### src/rtl/shp_pkg.sv
// Package: shared constants and types for the shape setup decoder.
// Assumes 32-bit shape words. Field offsets below are LSB-based indices of
// fields that the downstream index generators decode.
package shp_pkg;

    localparam int SHP_W     = 32;
    localparam int FIELD6_W  = 6;

    // LSB-based low index of each shape word field
    localparam int F_XD_LO    = 26;  // extent, word bits 0:5
    localparam int F_SUB_LO   = 20;  // sub-mode, word bits 6:11
    localparam int F_ZD_LO    = 14;  // stride, word bits 12:17
    localparam int F_OUTER_LO = 11;  // outer sub-mode, word bits 18:20
    localparam int F_INV_LO   = 8;   // inversion, word bits 21:23
    localparam int F_SCHED_LO = 2;   // schedule select, word bits 28:29
    localparam int F_KIND_LO  = 0;   // kind, word bits 30:31

    localparam logic [3:0] M_BFLY_A  = 4'b0100;
    localparam logic [3:0] M_BFLY_B  = 4'b1100;
    localparam logic [3:0] M_BFLY_I  = 4'b1011;
    localparam logic [3:0] M_COEF_A  = 4'b0101;
    localparam logic [3:0] M_COEF_B  = 4'b1101;
    localparam logic [3:0] M_HSW_A   = 4'b0110;
    localparam logic [3:0] M_HSW_B   = 4'b1110;
    localparam logic [3:0] M_HSW_F   = 4'b1111;
    localparam logic [3:0] M_TREE    = 4'b0111;

    typedef enum logic [1:0] {
        LEN_DIRECT = 2'd0,
        LEN_LOGSUM = 2'd1,
        LEN_TREE   = 2'd2
    } len_kind_e;

    typedef enum logic [1:0] {
        ST_IDLE  = 2'd0,
        ST_CHECK = 2'd1,
        ST_RUN   = 2'd2,
        ST_SCALE = 2'd3
    } dec_state_e;

endpackage

### src/rtl/shp_template.sv
// Module: shp_template
// Builds the three shape words, the write mask and the length method for a
// mode. Purely combinational. Assumes XD_W and ZD_W are at most 6.
module shp_template
    import shp_pkg::*;
#(
    parameter int XD_W = 5,
    parameter int ZD_W = 5
) (
    input  logic [3:0]       mode,
    input  logic [XD_W-1:0]  xd,
    input  logic [ZD_W-1:0]  zd,
    output logic [SHP_W-1:0] w0,
    output logic [SHP_W-1:0] w1,
    output logic [SHP_W-1:0] w2,
    output logic [2:0]       we,
    output len_kind_e        kind,
    output logic             legal
);

    logic [SHP_W-1:0] base;

    // Purpose: common part of every word (extent and stride fields).
    always_comb begin
        base = '0;
        base[F_XD_LO +: FIELD6_W] = FIELD6_W'(xd);
        base[F_ZD_LO +: FIELD6_W] = FIELD6_W'(zd);
    end

    // Purpose: mode-specific template for word 0 plus patched copies.
    always_comb begin
        w0    = base;
        w1    = base;
        w2    = base;
        we    = 3'b000;
        kind  = LEN_DIRECT;
        legal = 1'b1;
        case (mode)
            M_BFLY_A, M_BFLY_B, M_BFLY_I: begin
                w0[F_SUB_LO +: 6] = 6'b000010;
                if (mode == M_BFLY_I) begin
                    w0[F_KIND_LO +: 2]  = 2'b11;
                    w0[F_OUTER_LO +: 3] = 3'b011;
                    w0[F_INV_LO +: 3]   = 3'b101;
                end else begin
                    w0[F_KIND_LO +: 2]  = 2'b01;
                    w0[F_OUTER_LO +: 3] = 3'b100;
                end
                w1 = w0;
                w1[F_SCHED_LO +: 2] = 2'b01;
                w2 = w0;
                w2[F_ZD_LO +: FIELD6_W] = '0;
                we   = 3'b111;
                kind = LEN_LOGSUM;
            end
            M_COEF_A, M_COEF_B: begin
                w0[F_KIND_LO +: 2] = 2'b01;
                w0[F_SUB_LO +: 6]  = 6'b000100;
                if (mode == M_COEF_A) begin
                    w0[F_INV_LO +: 3] = 3'b001;
                end
                w1 = w0;
                w1[F_SCHED_LO +: 2] = 2'b10;
                w2 = w0;
                w2[F_SCHED_LO +: 2] = 2'b11;
                we   = 3'b111;
                kind = LEN_LOGSUM;
            end
            M_HSW_A, M_HSW_B, M_HSW_F: begin
                w0[F_SUB_LO +: 6] = 6'b000101;
                if (mode == M_HSW_B) begin
                    w0[F_OUTER_LO +: 3] = 3'b001;
                end
                w0[F_KIND_LO +: 2] = (mode == M_HSW_F) ? 2'b01 : 2'b11;
                we   = 3'b001;
                kind = LEN_DIRECT;
            end
            M_TREE: begin
                w0[F_KIND_LO +: 2] = 2'b10;
                w1 = w0;
                w1[F_SCHED_LO +: 2] = 2'b01;
                we   = 3'b011;
                kind = LEN_TREE;
            end
            default: begin
                legal = 1'b0;
            end
        endcase
    end

endmodule

### src/rtl/shp_len_engine.sv
// Module: shp_len_engine
// Computes the vector length one stage per cycle: a halving stage sum,
// a tree operation count, or the plain extent. Pulses fin in the cycle
// when len is final. Assumes VL_W >= XD_W + 2.
module shp_len_engine
    import shp_pkg::*;
#(
    parameter int XD_W = 5,
    parameter int VL_W = 7
) (
    input  logic            clk,
    input  logic            rst_n,
    input  logic            go,
    input  len_kind_e       kind_i,
    input  logic [XD_W-1:0] xd_i,
    output logic            fin,
    output logic [VL_W-1:0] len
);

    localparam int STAGE_W = $clog2(XD_W + 1);
    localparam int AW      = VL_W + 1;

    logic               active;
    len_kind_e          kind_q;
    logic [XD_W-1:0]    xd_q;
    logic [STAGE_W-1:0] stage;
    logic [VL_W-1:0]    acc;
    logic [VL_W-1:0]    icnt;

    logic [AW-1:0]      n_elems;
    logic [AW-1:0]      step;
    logic [AW-1:0]      tree_ops;
    logic               xd_bit;
    logic               stop;
    logic [VL_W-1:0]    add;

    // Purpose: per-stage stop decision and increment for the active method.
    always_comb begin
        n_elems  = AW'(xd_q) + AW'(1);
        step     = AW'(1) << stage;
        tree_ops = ((n_elems - step - AW'(1)) >> (stage + STAGE_W'(1))) + AW'(1);
        xd_bit   = (int'(stage) < XD_W) ? xd_q[stage] : 1'b0;
        case (kind_q)
            LEN_LOGSUM: begin
                stop = !xd_bit;
                add  = icnt;
            end
            LEN_TREE: begin
                stop = (step >= n_elems);
                add  = tree_ops[VL_W-1:0];
            end
            default: begin
                stop = 1'b1;
                add  = '0;
            end
        endcase
    end

    assign fin = active && stop;
    assign len = acc;

    // Purpose: stage sequencing and accumulation.
    always_ff @(posedge clk) begin
        if (!rst_n) begin
            active <= 1'b0;
            kind_q <= LEN_DIRECT;
            xd_q   <= '0;
            stage  <= '0;
            acc    <= '0;
            icnt   <= '0;
        end else if (go) begin
            active <= 1'b1;
            kind_q <= kind_i;
            xd_q   <= xd_i;
            stage  <= '0;
            acc    <= (kind_i == LEN_DIRECT) ? VL_W'(xd_i) + VL_W'(1) : '0;
            icnt   <= (VL_W'(xd_i) + VL_W'(1)) >> 1;
        end else if (active) begin
            if (stop) begin
                active <= 1'b0;
            end else begin
                acc   <= acc + add;
                icnt  <= icnt >> 1;
                stage <= stage + STAGE_W'(1);
            end
        end
    end

endmodule

### src/rtl/shp_scale.sv
// Module: shp_scale
// Maximum length = low VL_W bits of length * (zd + 1). Combinational.
module shp_scale #(
    parameter int VL_W = 7,
    parameter int ZD_W = 5
) (
    input  logic [VL_W-1:0] len,
    input  logic [ZD_W-1:0] zd,
    output logic [VL_W-1:0] maxlen
);

    localparam int PW = VL_W + ZD_W + 1;

    logic [PW-1:0] prod;

    // Purpose: form the product wide, then keep the low bits.
    always_comb begin
        prod   = PW'(len) * (PW'(zd) + PW'(1));
        maxlen = prod[VL_W-1:0];
    end

endmodule

### src/rtl/shp_cfg_decoder.sv
// Module: shp_cfg_decoder (top)
// Accepts one shape-setup instruction while idle, builds the shape words,
// runs the length engine, scales to the maximum length and commits all
// writes in one done cycle. Illegal modes end with done+illegal, no writes.
module shp_cfg_decoder
    import shp_pkg::*;
#(
    parameter int XD_W = 5,
    parameter int ZD_W = 5,
    parameter int VL_W = 7
) (
    input  logic             clk,
    input  logic             rst_n,
    input  logic             start_i,
    input  logic [3:0]       mode_i,
    input  logic [XD_W-1:0]  xd_i,
    input  logic [ZD_W-1:0]  zd_i,
    input  logic             vf_i,
    output logic             busy_o,
    output logic             done_o,
    output logic             illegal_o,
    output logic [2:0]       shp_we_o,
    output logic [31:0]      shp0_o,
    output logic [31:0]      shp1_o,
    output logic [31:0]      shp2_o,
    output logic             st_we_o,
    output logic [VL_W-1:0]  st_maxlen_o,
    output logic [VL_W-1:0]  st_len_o,
    output logic             st_vf_o
);

    dec_state_e        state;
    logic [3:0]        mode_q;
    logic [XD_W-1:0]   xd_q;
    logic [ZD_W-1:0]   zd_q;
    logic              vf_q;
    logic [VL_W-1:0]   len_q;

    logic [SHP_W-1:0]  t_w0, t_w1, t_w2;
    logic [2:0]        t_we;
    len_kind_e         t_kind;
    logic              t_legal;
    logic              eng_go, eng_fin;
    logic [VL_W-1:0]   eng_len;
    logic [VL_W-1:0]   scaled;

    shp_template #(.XD_W(XD_W), .ZD_W(ZD_W)) u_tpl (
        .mode  (mode_q),
        .xd    (xd_q),
        .zd    (zd_q),
        .w0    (t_w0),
        .w1    (t_w1),
        .w2    (t_w2),
        .we    (t_we),
        .kind  (t_kind),
        .legal (t_legal)
    );

    assign eng_go = (state == ST_CHECK) && t_legal;

    shp_len_engine #(.XD_W(XD_W), .VL_W(VL_W)) u_len (
        .clk    (clk),
        .rst_n  (rst_n),
        .go     (eng_go),
        .kind_i (t_kind),
        .xd_i   (xd_q),
        .fin    (eng_fin),
        .len    (eng_len)
    );

    shp_scale #(.VL_W(VL_W), .ZD_W(ZD_W)) u_scale (
        .len    (len_q),
        .zd     (zd_q),
        .maxlen (scaled)
    );

    assign busy_o = (state != ST_IDLE);

    // Purpose: instruction sequencing.
    always_ff @(posedge clk) begin
        if (!rst_n) begin
            state <= ST_IDLE;
        end else begin
            case (state)
                ST_IDLE:  if (start_i) state <= ST_CHECK;
                ST_CHECK: state <= t_legal ? ST_RUN : ST_IDLE;
                ST_RUN:   if (eng_fin) state <= ST_SCALE;
                default:  state <= ST_IDLE;
            endcase
        end
    end

    // Purpose: capture instruction fields on accept and length on finish.
    always_ff @(posedge clk) begin
        if (!rst_n) begin
            mode_q <= '0;
            xd_q   <= '0;
            zd_q   <= '0;
            vf_q   <= 1'b0;
            len_q  <= '0;
        end else begin
            if (state == ST_IDLE && start_i) begin
                mode_q <= mode_i;
                xd_q   <= xd_i;
                zd_q   <= zd_i;
                vf_q   <= vf_i;
            end
            if (state == ST_RUN && eng_fin) begin
                len_q <= eng_len;
            end
        end
    end

    // Purpose: registered commit of all writes in the single done cycle.
    always_ff @(posedge clk) begin
        if (!rst_n) begin
            done_o      <= 1'b0;
            illegal_o   <= 1'b0;
            shp_we_o    <= '0;
            st_we_o     <= 1'b0;
            shp0_o      <= '0;
            shp1_o      <= '0;
            shp2_o      <= '0;
            st_maxlen_o <= '0;
            st_len_o    <= '0;
            st_vf_o     <= 1'b0;
        end else begin
            done_o    <= 1'b0;
            illegal_o <= 1'b0;
            shp_we_o  <= '0;
            st_we_o   <= 1'b0;
            if (state == ST_CHECK && !t_legal) begin
                done_o    <= 1'b1;
                illegal_o <= 1'b1;
            end
            if (state == ST_SCALE) begin
                done_o      <= 1'b1;
                shp_we_o    <= t_we;
                st_we_o     <= 1'b1;
                shp0_o      <= t_w0;
                shp1_o      <= t_w1;
                shp2_o      <= t_w2;
                st_maxlen_o <= scaled;
                st_len_o    <= len_q;
                st_vf_o     <= vf_q;
            end
        end
    end

endmodule

### config.mk
export PLATFORM = sky130hd
export DESIGN_NAME = shp_cfg_decoder
export DESIGN_NICKNAME = d
export VERILOG_FILES = /design/src/rtl/shp_pkg.sv /design/src/rtl/shp_template.sv /design/src/rtl/shp_len_engine.sv /design/src/rtl/shp_scale.sv /design/src/rtl/shp_cfg_decoder.sv
export SDC_FILE = /design/constraint.sdc
export NUM_CORES = 1
export LEC_CHECK = 0
export BUFFER_PORTS_ARGS = -buffer_cell sky130_fd_sc_hd__buf_2
export CAP_MARGIN = 5
export CORE_ASPECT_RATIO = 0.75
export CORE_MARGIN = 2
export CORE_UTILIZATION = 60
export CTS_CLUSTER_DIAMETER = 50
export DETAILED_ROUTE_END_ITERATION = 12
export GPL_TIMING_DRIVEN = 0
export PLACE_DENSITY = 0.86
export SYNTH_ARGS = -nofsm -noshare
export SYNTH_HDL_FRONTEND = slang
export SYNTH_SLANG_ARGS = --single-unit
export TNS_END_PERCENT = 5
### constraint.sdc
create_clock -name clk -period 13.92 [get_ports clk]
set_input_delay 1.392 -clock clk [delete_from_list [all_inputs] [get_ports clk]]
set_output_delay 1.392 -clock clk [all_outputs]
set_load 0.02 [all_outputs]
==> results of run 1 <==
state kept, by name (all words and copies together), names as in the netlist:
signal and flops:
done_o 1, illegal_o 1, len_q 7, mode_q 4
shp0_o 19, shp1_o 6, shp2_o 9, shp_we_o 3
st_len_o 7, st_maxlen_o 7, st_vf_o 1, st_we_o 1
state 2, u_len.active 1, u_len.icnt 5, u_len.kind_q 2
u_len.len 7, u_len.stage 3, u_len.xd_q 5, vf_q 1
xd_q 5, zd_q 5
final cells by class:
cell class | instances | area, um2 | share of cell area [%]
Clock buffer | 11 | 253 | 3.32
Clock inverter | 5 | 48.8 | 0.640
Multi-Input combinational cell | 579 | 3850 | 50.5
Buffer | 100 | 612 | 8.03
Inverter | 38 | 143 | 1.87
Sequential cell | 102 | 2040 | 26.8
Timing Repair Buffer | 100 | 500 | 6.57
Tap cell | 136 | 170 | 2.23
worst min-delay path: stages, from the launching register on:
cell	delay, ns
dfxtp_1	0.32
nand2_1	0.05
a21oi_1	0.05
through the flow:
step | power [uW] | hold WS, ns | setup slack (ns) | cell area [um2] | std cells
5_1_grt | 628 | 0.483 | 7.77 | 7620 | 1071
3_5_place_dp | 361 | 0.450 | 8.39 | 7320 | 1055
2_1_floorplan | 348 | 0.441 | 9.10 | 6650 | 819
6_report | 610 | 0.464 | 8.21 | 7620 | 1071
4_1_cts | 609 | 0.465 | 8.35 | 7620 | 1071
3_3_place_gp | 361 | 0.445 | 8.43 | 7320 | 1055
power groups by stage:
stage | Clock, uW | Sequential (uW) | Combinational (uW)
global placement | 0 | 307 | 53.5
detailed placement | 0 | 307 | 53.9
floorplan | 0 | 306 | 41.7
CTS | 253 | 301 | 54.5
finish | 254 | 301 | 55.7
global route | 266 | 301 | 60.2
final timing paths:
check | start | end | slack, ns | cells past startpoint
worst max-delay path | u_len.stage[0] | u_len.len[6] | 8.21 | 24
worst min-delay path | shp2_o[15] | shp2_o[15] | 0.46 | 2
worst max register to register | u_len.stage[0] | u_len.len[6] | 8.21 | 24
worst min register to register | shp2_o[15] | shp2_o[15] | 0.46 | 2
metal layers:
metal	track usage, %	wire, um	part of all wire, %
met1	40.5	7650	47
met4	6.55	189	1.2
met2	40.8	6490	40
met5	0	0	0
met3	7.86	1810	11
logic make-up (layout without fill, tap and decap cells):
group / count (synthesis) / after routing / share of synthesized area (%)
simple gates: 274 / 274 / 19.5
other cells: 1 / 34 / 0.0575
xor+xnor: 33 / 33 / 4.43
mux: 17 / 17 / 2.99
buf+inv: 138 / 254 / 11.6
fa+ha+maj: 50 / 50 / 10.9
compound gates: 171 / 171 / 19.3
flops: 102 / 102 / 31.3
placed cells by master, fill, tap and decap left out, drive strengths merged, types with 16 or more instances in the layout:
cell type and instances:
clkbuf 42, xnor2 27, nor2b 25, conb 34, inv 42, nand2 148, a21boi 50, ha 39
buf 169, and2 22, o21ai 16, a21oi 34, dfxtp 102, nor2 31
==> impl_results.md, run 1 <==
- Via count: about 5800
- Die width: 124 um
- Net switching power: between 150 and 200 uW
- Comb power frac: 9.1%
- Setup CP Type: reg2reg
- Post-synth EDFFs: 0
- Top-area cell type share of the netlist area: a little under a third
- Number of synthesized register bits: approximately 100
- Syn Inst Count: between 700 and 800
- Avg WL per Cell: 15.1 um
- CORE AREA: about 0.010 mm2
- Post-Route Skew: roughly 0.011 ns
- Drt pass-1 iters: 5
- Rel. slew slack: ~55%
- HP Class: reg2reg
- Leak: approximately 0.0037 uW
- Post-CTS Setup Bufs: 0
- Setup crit end kind: register
- Worst path max stage delay: approximately 0.50 ns
- CTS Hold Bufs: 0
- Fin crit share: 41.0%
- Share of power burned in registers: 49.3%
- VDD IR max: around 0.075 mV
- Critical Path Fanout Max: 10
- Htree depth: 3
- Clock transition at path regs: ~0.080 ns
- # fillers: around 800
- RSZ-0062 raised after global routing: false
- Critical Path RT: 14.20 ns
- Clock buffer depth: 2
- Clk pwr share: a little over two fifths
- Crit path DAT: 5.99 ns
- Top FF cell, synth: dfxtp_1
- Fin. max-slew vios: 0
- Layout cell share with drive strength beyond 1: 21.2%
- Delay-heaviest family, CP: compound AO/OA/AOI/OAI gates
- Post-route antenna net violation count: 0
- Top post-synthesis cells by area: dfxtp_1 31%, nand2_1 8.5%, ha_1 7.5%, buf_4 7.1%, a21boi_0 5.8%
- DRT Wirelength: around 16 mm
- Pint: approximately 450 uW
- Die ar.: 0.0117 mm2
- Pwr Density: roughly 80 mW/mm2
- Asr flop ratio synth: 0%
- IO Count: 136
- Initial core utilization: between 60 and 70%
- Clk_lat worst skew: between 0.3 and 0.4 ns
- CP startpoint kind: register
- CP Cell Sequence: inv_2 -> ha_1 -> nand2_1 -> ha_1 -> fa_1 -> a211oi_1 -> o32ai_1 -> a211oi_1 -> o21a_1 -> a21oi_1 -> mux2i_1 -> inv_1 -> ha_1 -> xnor2_1 -> a22oi_1 -> nor2_1 -> ha_1 -> a21o_1 -> a21oi_1 -> o21bai_1 -> a21oi_1 -> nor3_1 -> or4_1 -> a21oi_1
- All-layer global routing usage: 27.8%
- Vias in the first global route: about 5400
- Final core utilization: around 73%
- Total Nets Final: between 900 and 1000
- Root buf cell: clkbuf_16
- Antenna diodes: 0
- DR DRC count: 0
- Pin count of the biggest net entering global routing: 19
- Syn Area/Cell: 8.30 um2
- Initial antenna violation count: 0
- Switching share of power: about a quarter
- GP Congestion: between 0.9 and 1
- Post-synthesis sequential area ratio: between 30% and 40%
- Synth warn: 0
- Number of I/O port buffers: 100
- First-pass GRT wire length: 26.4 mm
- Area Growth Syn to Fin: 16.8%
- Final Setup Violations: 0
- Die H: 94.3 um
- Routed vias/inst: roughly 5.4
- Achievable Freq: between 150 and 200 MHz
- Yosys top cell by area: dfxtp_1
- Starting DRT DRC Count: roughly 520
- DP Wirelength: around 12 mm
- Number of max-cap violations: 0
- CTS tree: yes
- Count leader, synth: nand2_1
- Outcome: completed
- Slowest CP cell: a211oi_1
- Post-Syn Area: about 0.0065 mm2
- Final hold violation count: 0
- Clock sink total: roughly 100
- Top cells by count, synth: 148 x nand2_1, 102 x dfxtp_1, 62 x buf_4
- Synth cell types: 65
- Site Rows: 32
- Cts bufs inserted: 9
- Post-CTS Resized: 0
- Grt ovf: 0
- Slew @ Worst Pin: around 0.68 ns
- CP Buf/Inv Count: 2
- Final min period: 5.71 ns
- Setup TNS: 0 ns
No activity file was read; power rests on OpenSTA's default activity.
==> inputs of run 2 (changes only) <==
ABC_AREA = 1   (was unset)
CORE_UTILIZATION = 50   (was 60)
PLACE_DENSITY = 0.77   (was 0.86)
clock period = 4.9 ns   (was 13.92 ns; I/O delays follow)
==> impl_results.md, run 2 <==
- Outcome: completed (unchanged)
- Via count: 5840 (was 5827)
- Count leader, synth: nand2_1 (unchanged)
- Commonest non-fill, non-tap cells in the layout: 149 x nand2_1, 106 x buf_2, 101 x dfxtp_1 (was 148 x nand2_1, 102 x buf_2, 102 x dfxtp_1)
- Delay-heaviest family, CP: simple AND/OR/NAND/NOR gates (was compound AO/OA/AOI/OAI gates)
- Die ar.: 0.0134 mm2 (was 0.0117 mm2)
- Top cells by count, synth: 151 x nand2_1, 102 x dfxtp_1, 94 x inv_1 (was 148 x nand2_1, 102 x dfxtp_1, 62 x buf_4)
- Fin. max-slew vios: 0 (unchanged)
- HP Class: in2reg (was reg2reg)
- Grt ovf: 0 (unchanged)
- Clock transition at path regs: 0.07 ns (was 0.08 ns)
- Largest registers: shp0_o x19, shp2_o x9 (unchanged)
- DR DRC count: 0 (unchanged)
- Clock sink total: 102 (unchanged)
- Antenna diodes: 0 (unchanged)
- Area Growth Syn to Fin: 19.0% (was 16.8%)
- Htree depth: 3 (unchanged)
- DRT Wirelength: 15.5 mm (was 16.1 mm)
- Pin count of the biggest net entering global routing: 16 (was 19)
- CTS tree: yes (unchanged)
- Vias in the first global route: 5147 (was 5398)
- Final hold violation count: 0 (unchanged)
- Top post-synthesis cells by area: dfxtp_1 33%, nand2_1 9.1%, ha_1 7.8%, buf_4 7.7%, a21oi_1 5.7% (was dfxtp_1 31%, nand2_1 8.5%, ha_1 7.5%, buf_4 7.1%, a21boi_0 5.8%)
- Fin crit share: 93.3% (was 41.0%)
- Cts bufs inserted: 9 (unchanged)
- Initial core utilization: 51.1% (was 62.4%)
- Final std cells w/o fill: 1180 (was 1071)
- Asr flop ratio synth: 0% (unchanged)
- Slowest CP cell: dfxtp_2 (was a211oi_1)
- Drt pass-1 iters: 5 (unchanged)
- Setup CP Type: reg2reg (unchanged)
- Critical Path Fanout Max: 8 (was 10)
- Pre-CTS WS: 0.0788 ns (was 8.39 ns)
- Reg with most FFs: shp0_o (unchanged)
- Synth cell types: 46 (was 65)
- Layout cell share with drive strength beyond 1: 23.0% (was 21.2%)
- Worst path max stage delay: 0.37 ns (was 0.50 ns)
- First-pass GRT wire length: 24.8 mm (was 26.4 mm)
- CTS Hold Bufs: 0 (unchanged)
- Routed vias/inst: 4.95 (was 5.44)
- Setup ws final: 0.329 ns (was 8.21 ns)
- Site Rows: 35 (was 32)
- Achievable Freq: 219 MHz (was 175 MHz)
- Worst Hold Launch: vf_i (was shp2_o[15])
- Die width: 133 um (was 124 um)
- Worst Setup SP: u_len.stage[0] (unchanged)
- VDD IR max: 0.228 mV (was 0.0746 mV)
- Placed instance count: 1162 (was 1055)
- Crit path top cell by count: nand2_1
- Most common cell after layout, fill and taps aside: nand2_1 (unchanged)
- Final Setup Violations: 0 (unchanged)
- Post-route antenna net violation count: 0 (unchanged)
- Leak: 0.00384 uW (was 0.00368 uW)
- Final min period: 4.57 ns (was 5.71 ns)
- Starting DRT DRC Count: 433 (was 517)
- Syn Area/Cell: 7.25 um2 (was 8.30 um2)
- Crit path DAT: 4.82 ns (was 5.99 ns)
- Post-Route Skew: 0.00835 ns (was 0.0114 ns)
- CORE AREA: 0.0122 mm2 (was 0.0105 mm2)
- All-layer global routing usage: 23.0% (was 27.8%)
- CP Buf/Inv Count: 6 (was 2)
- CP startpoint kind: register (unchanged)
- Total Nets Final: 1078 (was 998)
- Max FFs per register: 19 (unchanged)
- Initial antenna violation count: 0 (unchanged)
- Setup crit end kind: register (unchanged)
- Rel. slew slack: 55.4% (was 54.8%)
- Slew @ Worst Pin: 0.669 ns (was 0.678 ns)
- IO Count: 136 (unchanged)
- FF-to-FF Start: u_len.stage[0] (unchanged)
- Post-synth EDFFs: 0 (unchanged)
- Pwr Density: 248 mW/mm2 (was 80.1 mW/mm2)
- Clk_lat worst skew: 0.35 ns (about the same)
- Clock buffer depth: 2 (unchanged)
- Die H: 101 um (was 94.3 um)
- Synth warn: 0 (unchanged)
- Post-Syn Area: 0.00625 mm2 (was 0.00653 mm2)
- Number of I/O port buffers: 101 (was 100)
- Avg WL per Cell: 13.1 um (was 15.1 um)
- Syn Inst Count: 862 (was 786)
- Top FF cell, synth: dfxtp_1 (unchanged)
- Yosys top cell by area: dfxtp_1 (unchanged)
- Post-synthesis sequential area ratio: 32.7% (was 31.3%)
- DP Wirelength: 12.1 mm (was 12.4 mm)
- Top-area cell type share of the netlist area: 32.7% (was 31.3%)
- Number of max-cap violations: 0 (unchanged)
- Number of synthesized register bits: 102 (unchanged)
- GP Congestion: 0.874 (was 0.918)
- Critical Path RT: 5.15 ns (was 14.20 ns)
- Root buf cell: clkbuf_16 (unchanged)
run 2: cell types whose count changed in the layout (fill, tap and decap cells not counted), sizes merged, moves of 11 or more:
cell,change
a21boi,-50
a21oi,+38
and2,-22
clkbuf,-11
inv,+60
mux2i,-15
nand2,+12
nand3,+44
nor2,+60
nor2b,-25
o21ai,+58
xnor2,-18
run 2: area by class of cell:
class                   instances  area [um2]
repair buffers                104         528
inverters                     106         399
plain buffers                  90         592
clock buffers                  12         267
fillers                      1107        4780
flip-flops and latches        102        2040
multi-input cells             597        3380
well taps                     166         208
clock inverters                 3        18.8
run 2: what timing repair did:
item                       4_1_cts  5_1_grt
buffers inserted                 0        3
setup endpoints to repair        0        4
resized for setup                0       15
run 2: final timing paths:
path                       end  cells past startpoint  slack (ns)
hold reg to reg     shp2_o[13]                      2        0.47
setup reg to reg  u_len.len[6]                     33        0.33
setup / recovery  u_len.len[6]                     33        0.33
hold / removal            vf_q                      3        0.36
run 2: logic make-up after synthesis:
group                    count (synthesis)  share of synthesized area [%]
other                                    1                         0.0600
buffers and inverters                  196                           15.8
adder cells (fa/ha/maj)                 50                           11.3
flip-flops                             102                           32.7
AO/OA/AOI/OAI                          174                           15.1
AND/OR/NAND/NOR                        320                           22.3
XOR/XNOR                                19                           2.78
run 2: tightest hold or removal path, stage by stage:
cell	delay, ns
buf_2	0.07
nor2_1	0.03
nor2_1	0.08
run 2: routing by layer:
metal	track usage [%]	share of wire, %	up-vias
li1	-	-	2990
met1	34.0	50	2624
met2	33.1	40	206
met3	7.09	8.3	20
met4	4.63	1.4	0
met5	0	0	-
run 2: where the power goes:
part | internal, uW | total (uW) | switching (uW) | leakage (uW)
Combinational | 99.5 | 286 | 187 | 0.00287
Clock | 382 | 687 | 304 | 0.000144
Sequential | 850 | 871 | 21.0 | 0.000827
Total | 1330 | 1840 | 512 | 0.00384
run 2: metrics by stage:
stage / setup TNS (ns) / cell area, um2 / power, uW / hold slack, ns / utilization (%)
after floorplan: 0 / 6370 / 1100 / 0.444 / -
after global placement: 0 / 7090 / 1160 / 0.453 / 58.0
after detailed placement: 0 / 7090 / 1160 / 0.455 / 58.0
after CTS: 0 / 7370 / 1840 / 0.360 / 60.3
after global routing: -0.0708 / 7440 / 1920 / 0.365 / 60.9
final: 0 / 7440 / 1840 / 0.362 / 60.9
